[src/rtl/hf_pkg.sv]
package hf_pkg;
  typedef enum logic [1:0] {
    ST_IDLE,
    ST_SAMP,
    ST_HI,
    ST_LO
  } hf_st_e;
endpackage

[src/rtl/hf_therm_enc.sv]
module hf_therm_enc #(
  parameter int W = 4
) (
  input  logic [(1<<W)-2:0] therm,
  output logic [W-1:0]      code
);
  localparam int N = (1 << W) - 1;
  logic [W:0] acc;
  always_comb begin
    acc = '0;
    for (int i = 0; i < N; i++) begin
      acc = acc + {{W{1'b0}}, therm[i]};
    end
  end
  assign code = acc[W-1:0];
endmodule

[src/rtl/hf_edges.sv]
module hf_edges #(
  parameter int N = 3
) (
  input  logic         clk,
  input  logic         rst_n,
  input  logic [N-1:0] lvl,
  output logic [N-1:0] fall,
  output logic [N-1:0] rise
);
  logic [N-1:0] prev;
  always_ff @(posedge clk) begin
    if (!rst_n) prev <= '1;
    else        prev <= lvl;
  end
  for (genvar g = 0; g < N; g++) begin : g_edge
    assign fall[g] = prev[g] & ~lvl[g];
    assign rise[g] = ~prev[g] & lvl[g];
  end
endmodule

[src/rtl/hf_gate.sv]
module hf_gate #(
  parameter int WAKE_CYC = 24,
  parameter int ACQ_CYC  = 6
) (
  input  logic clk,
  input  logic rst_n,
  input  logic sleep_n,
  input  logic acq_load,
  output logic open_q
);
  localparam int WW = $clog2(WAKE_CYC + 1) < 1 ? 1 : $clog2(WAKE_CYC + 1);
  localparam int AW = $clog2(ACQ_CYC + 1) < 1 ? 1 : $clog2(ACQ_CYC + 1);
  localparam logic [WW-1:0] WAKE_INIT = WW'(WAKE_CYC);
  localparam logic [AW-1:0] ACQ_INIT  = AW'(ACQ_CYC);

  logic [WW-1:0] wake_cnt;
  logic [AW-1:0] acq_cnt;

  always_ff @(posedge clk) begin
    if (!rst_n)                wake_cnt <= WAKE_INIT;
    else if (!sleep_n)         wake_cnt <= WAKE_INIT;
    else if (wake_cnt != '0)   wake_cnt <= wake_cnt - WW'(1);
  end

  always_ff @(posedge clk) begin
    if (!rst_n)                acq_cnt <= '0;
    else if (acq_load)         acq_cnt <= ACQ_INIT;
    else if (acq_cnt != '0)    acq_cnt <= acq_cnt - AW'(1);
  end

  assign open_q = sleep_n && (wake_cnt == '0) && (acq_cnt == '0);
endmodule

[src/rtl/hf_conv_ctrl.sv]
module hf_conv_ctrl #(
  parameter int HALF_W    = 4,
  parameter int PHASE_CYC = 4,
  parameter int WAKE_CYC  = 24,
  parameter int ACQ_CYC   = 6
) (
  input  logic                     clk,
  input  logic                     rst_n,
  input  logic                     sel_n,
  input  logic                     rdreq_n,
  input  logic                     wrreq_n,
  input  logic                     sleep_n,
  input  logic                     wr_mode,
  input  logic [(1<<HALF_W)-2:0]   cmp_coarse,
  input  logic [(1<<HALF_W)-2:0]   cmp_fine,
  output logic [2*HALF_W-1:0]      q,
  output logic                     q_oe,
  output logic                     done_n,
  output logic                     busy_pull,
  output logic                     start_drop
);
  import hf_pkg::*;

  localparam int CMP_N = (1 << HALF_W) - 1;
  localparam int OUT_W = 2 * HALF_W;
  localparam int CW    = $clog2(PHASE_CYC + 1);
  localparam logic [CW-1:0] PH_LAST = CW'(PHASE_CYC - 1);

  // bus strobe edges: bit 0 select, bit 1 read, bit 2 write
  logic [2:0] fall, rise;
  hf_edges #(.N(3)) u_edges (
    .clk  (clk),
    .rst_n(rst_n),
    .lvl  ({wrreq_n, rdreq_n, sel_n}),
    .fall (fall),
    .rise (rise)
  );
  logic sel_fall, sel_rise, rd_fall, rd_rise, wr_fall, wr_rise;
  assign sel_fall = fall[0];
  assign sel_rise = rise[0];
  assign rd_fall  = fall[1];
  assign rd_rise  = rise[1];
  assign wr_fall  = fall[2];
  assign wr_rise  = rise[2];

  // one encoder per pass
  logic [CMP_N-1:0]  therm_arr [2];
  logic [HALF_W-1:0] code_arr  [2];
  assign therm_arr[0] = cmp_coarse;
  assign therm_arr[1] = cmp_fine;
  for (genvar g = 0; g < 2; g++) begin : g_enc
    hf_therm_enc #(.W(HALF_W)) u_enc (
      .therm(therm_arr[g]),
      .code (code_arr[g])
    );
  end

  hf_st_e       st;
  logic [CW-1:0] cnt;
  logic gate_open, start_req, accept, drop, early, lo_done;

  assign start_req = (st == ST_IDLE) && !sel_n &&
                     ((!wr_mode && rd_fall) || (wr_mode && wr_fall));
  assign accept    = start_req && gate_open;
  assign drop      = start_req && !gate_open;
  assign early     = wr_mode && (st == ST_LO) && rd_fall && !sel_n;
  assign lo_done   = sleep_n && (st == ST_LO) && ((cnt == '0) || early);

  hf_gate #(.WAKE_CYC(WAKE_CYC), .ACQ_CYC(ACQ_CYC)) u_gate (
    .clk     (clk),
    .rst_n   (rst_n),
    .sleep_n (sleep_n),
    .acq_load(lo_done),
    .open_q  (gate_open)
  );

  always_ff @(posedge clk) begin
    if (!rst_n) begin
      st         <= ST_IDLE;
      cnt        <= '0;
      q          <= '0;
      done_n     <= 1'b1;
      start_drop <= 1'b0;
    end else begin
      start_drop <= drop;
      if (sel_rise || rd_rise) done_n <= 1'b1;
      if (!sleep_n) begin
        st <= ST_IDLE;
      end else begin
        unique case (st)
          ST_IDLE: if (accept) begin
            done_n <= 1'b1;
            if (wr_mode) begin
              st <= ST_SAMP;
            end else begin
              st  <= ST_HI;
              cnt <= PH_LAST;
            end
          end
          ST_SAMP: if (wr_rise) begin
            q[OUT_W-1:HALF_W] <= code_arr[0];
            st  <= ST_LO;
            cnt <= PH_LAST;
          end
          ST_HI: if (cnt == '0) begin
            q[OUT_W-1:HALF_W] <= code_arr[0];
            st  <= ST_LO;
            cnt <= PH_LAST;
          end else begin
            cnt <= cnt - CW'(1);
          end
          ST_LO: if (lo_done) begin
            q[HALF_W-1:0] <= code_arr[1];
            done_n <= 1'b0;
            st     <= ST_IDLE;
          end else begin
            cnt <= cnt - CW'(1);
          end
          default: st <= ST_IDLE;
        endcase
      end
    end
  end

  always_ff @(posedge clk) begin
    if (!rst_n)                   busy_pull <= 1'b0;
    else if (wr_mode)             busy_pull <= 1'b0;
    else if (sel_rise || lo_done) busy_pull <= 1'b0;
    else if (sel_fall)            busy_pull <= 1'b1;
  end

  assign q_oe = !sel_n && !rdreq_n;
endmodule

[config.mk]
export PLATFORM = sky130hd
export DESIGN_NAME = hf_conv_ctrl
export DESIGN_NICKNAME = d
export VERILOG_FILES = /design/src/rtl/hf_pkg.sv /design/src/rtl/hf_therm_enc.sv /design/src/rtl/hf_edges.sv /design/src/rtl/hf_gate.sv /design/src/rtl/hf_conv_ctrl.sv
export SDC_FILE = /design/constraint.sdc
export NUM_CORES = 1
export LEC_CHECK = 0
export BUFFER_PORTS_ARGS = -buffer_cell sky130_fd_sc_hd__buf_2
export CAP_MARGIN = 40
export CORE_ASPECT_RATIO = 0.75
export CORE_MARGIN = 2
export CORE_UTILIZATION = 50
export CTS_CLUSTER_DIAMETER = 150
export DETAILED_ROUTE_END_ITERATION = 16
export GPL_TIMING_DRIVEN = 0
export PLACE_DENSITY = 0.75
export SLEW_MARGIN = 5
export SYNTH_ARGS = -nofsm -noshare
export SYNTH_HDL_FRONTEND = slang
export SYNTH_SLANG_ARGS = --single-unit
export TNS_END_PERCENT = 1
[constraint.sdc]
create_clock -name clk -period 5.5 [get_ports clk]
set_input_delay 1.1 -clock clk [delete_from_list [all_inputs] [get_ports clk]]
set_output_delay 1.1 -clock clk [all_outputs]
set_load 0.005 [all_outputs]
==> results.json <==
{
  "status": "finished, final reports clean",
  "path_cells": "buf_2 -> ha_1 -> inv_1 -> fa_1 -> fa_1 -> fa_1 -> fa_1 -> inv_1 -> ha_1 -> fa_1 -> xnor2_1 -> a211oi_1",
  "maxUsedRoutingLayer": "met4",
  "drive_gt1_frac": 0.205,
  "synth.cell_area_sq_um": 2040,
  "nFillCells": 365,
  "wl_met3_um": 113,
  "drv_cap": 0,
  "grt_use_total": 0.180,
  "start_kind": "primary input",
  "synthCells": 226,
  "cp.arrival_ns": 4.46,
  "grt_max_degree": 17,
  "core_area_sq_um": 3980,
  "fin_crit_sh": 0.776,
  "synth_compound_area_frac": 0.108,
  "ys_ff_latch": 27,
  "grt-ovfl-total": 0,
  "wire_per_inst_um": 11.0,
  "postCtsSetupRepairBufs": 0,
  "vias": 1609,
  "max_slew_margin": 0.701,
  "cts.clk_slew.worst_paths_ns": 0.10,
  "start_util": 0.514,
  "wl_um": 3660,
  "synth.avg_cell_area_sq_um": 9.05,
  "cpPeakStageDelay_ns": 0.55,
  "hold_viol": 0,
  "critPathMaxFanout": 2,
  "yosys_warnings": 0,
  "placementRows": 20,
  "ioPinCount": 49,
  "first_pass_iters": 4,
  "met2_length_um": 1770,
  "h-tree-depth": 1,
  "required_ns": 5.69,
  "finalWeightedCongestion": 0.847,
  "ys_async_sr_fraction": 0,
  "clk_path_buf_depth": 2,
  "yosysSeqAreaShare": 0.264,
  "grt_pass1_wl_um": 6600,
  "worst-path-buf-inv": 3,
  "via_per_inst": 4.83,
  "ctsHoldBuffers": 0,
  "cts.repair.resized": 0,
  "drv_slew": 0,
  "cts.sinks": 27,
  "n_antenna_cell": 0,
  "syn_nets": 303,
  "path_class": "in2reg",
  "cts_inserted_buffers": 3,
  "fin_skew_ns": 0.0120,
  "fp.dieH_um": 59.4,
  "synth_top_cell_area_share": 0.264,
  "yosysTopAreaCell": "dfxtp_1",
  "drc_errors": 0,
  "dp_hpwl_um": 3020,
  "synthToLayoutAreaGrowth_pct": 17.5,
  "synth_top_family_by_area": "adder cells",
  "die_w_um": 77.8,
  "netlist_top_cells_area": "dfxtp_1 26%, fa_1 18%, ha_1 13%, inv_1 10%, mux2i_1 2.9%",
  "synthAdderAreaFrac": 0.316,
  "synth_edf_count": 0,
  "port_buffers": 48,
  "setup_viol": 0,
  "leakage_uw": 0.00125,
  "postLayoutCoreUtil": 0.604,
  "critPathTopFamily": "adder cells",
  "drtIter0Drc": 46,
  "met1_length_um": 1760,
  "clk_latency_ns": 0.29,
  "powerDensity_nw_per_um2": 251,
  "ir_drop_v": 0.000113,
  "cts_tree": "done",
  "synth_simple_gate_area_share": 0.136,
  "rsz0062_at_grt": "false",
  "synth-main-ff-cell": "dfxtp_1",
  "muxShareOfSynthArea": 0.0349,
  "synth_xor_area_frac": 0.0343,
  "cts-root-buf": "clkbuf_8",
  "ys_types": 39,
  "grt_pass1_vias": 1576,
  "ant_nets": 0,
  "die_area_sq_um": 4620,
  "cp-end-kind": "flip-flop",
  "antenna_found_initial": 0,
  "setup_tns_ns": 0,
  "finish.net_count": 356,
  "cp_common_cell": "fa_1",
  "min_period_ns": 4.27,
  "hp-class": "reg2reg",
  "cp_slowest_cell": "fa_1",
  "fmax_ghz": 0.234,
  "worst_pin_slew_ns": 0.448
}
[metal layers]
| layer | up-vias | track usage |
|---|---|---|
| li1 | 831 | - |
| met5 | - | 0 |
| met4 | 0 | 0.0332 |
| met3 | 3 | 0.0366 |
| met1 | 751 | 0.234 |
| met2 | 24 | 0.318 |
[final timing paths]
kind              slack (ns)                  to  cells after the start                       startpoint
setup / recovery        1.23   q[6]$_SDFFE_PN0P_                     12                    cmp_coarse[0]
setup reg to reg        3.24  st[1]$_SDFFE_PN0P_                      7  u_gate.wake_cnt[0]$_SDFFE_PN0P_
hold reg to reg         0.47   q[7]$_SDFFE_PN0P_                      2                q[7]$_SDFFE_PN0P_
hold / removal          0.47   q[7]$_SDFFE_PN0P_                      2                q[7]$_SDFFE_PN0P_
[synthesized netlist by cell type, types with 2 or more instances]
master,instances
a211oi_1,3
a21o_1,4
a21oi_1,8
a31oi_1,2
clkbuf_1,3
dfxtp_1,27
fa_1,18
ha_1,22
inv_1,55
mux2i_1,6
nand2_1,13
nand2b_1,3
nand3_1,2
nor2_1,15
nor3_1,6
o21ai_0,4
o31ai_1,4
or2_2,2
or4_1,3
xnor2_1,5
xor2_1,3
[metrics by stage]
stage	instance area [sq um]	std cells	hold WS, ns	power [uW]	setup WS, ns
final	2400	333	0.473	604	1.23
after global routing	2400	333	0.519	671	1.04
after CTS	2400	333	0.471	615	1.20
after detailed placement	2350	329	0.463	496	0.900
after global placement	2350	329	0.451	477	0.982
after floorplan	2040	226	0.452	427	1.19
[placed cells by master (no fill, tap or decap), types with 2 or more instances in the layout]
cell | Yosys | final
a31oi_1 | 2 | 2
nand2b_1 | 3 | 3
or4_1 | 3 | 3
nand3_1 | 2 | 2
xnor2_1 | 5 | 5
mux2i_1 | 6 | 6
o31ai_1 | 4 | 4
nor3_1 | 6 | 6
inv_1 | 55 | 55
o21ai_0 | 4 | 4
a21oi_1 | 8 | 8
nand2_1 | 13 | 13
buf_2 | 0 | 48
a21o_1 | 4 | 4
dfxtp_1 | 27 | 27
a211oi_1 | 3 | 3
fa_1 | 18 | 18
nor2_1 | 15 | 15
xor2_1 | 3 | 3
or2_2 | 2 | 2
ha_1 | 22 | 22
clkbuf_8 | 0 | 3
clkbuf_1 | 3 | 3
[where the power goes]
| group | internal, uW | switching [uW] |
|---|---|---|
| registers | 203 | 6.58 |
| logic | 131 | 144 |
| clock network | 51.6 | 67.4 |
[worst reg2reg max path, stage by stage, from the launching register on]
cell and delay [ns]:
dfxtp_1 0.33, inv_1 0.08, ha_1 0.22, nor4b_4 0.40
nand3_2 0.16, o31a_1 0.36, or4_1 0.55, o31ai_1 0.08
[state kept, by name (all words and copies together) (netlist names)]
| register | count |
|---|---|
| busy_pull | 1 |
| st | 2 |
| start_drop | 1 |
| q | 8 |
| u_gate.wake_cnt | 5 |
| done_n | 1 |
| u_gate.acq_cnt | 3 |
| cnt | 3 |
| u_edges.prev | 3 |
[logic make-up (layout without fill, tap and decap cells)]
group	after synthesis	after routing
buf+inv	58	110
simple gates	52	52
fa+ha+maj	41	41
compound gates	33	33
flops	27	27
xor+xnor	8	8
mux	7	7
[cell type report]
cell class	count	area [sq um]	area share
inverter	55	206	0.0859
sequential	27	541	0.225
buffer	3	11.3	0.00469
timing repair buffer	48	240	0.100
multi-input combinational	141	1290	0.535
clock buffer	3	41.3	0.0172
clock inverter	1	7.51	0.00313
tap	55	68.8	0.0286
Power figures use the tool's default switching activity.
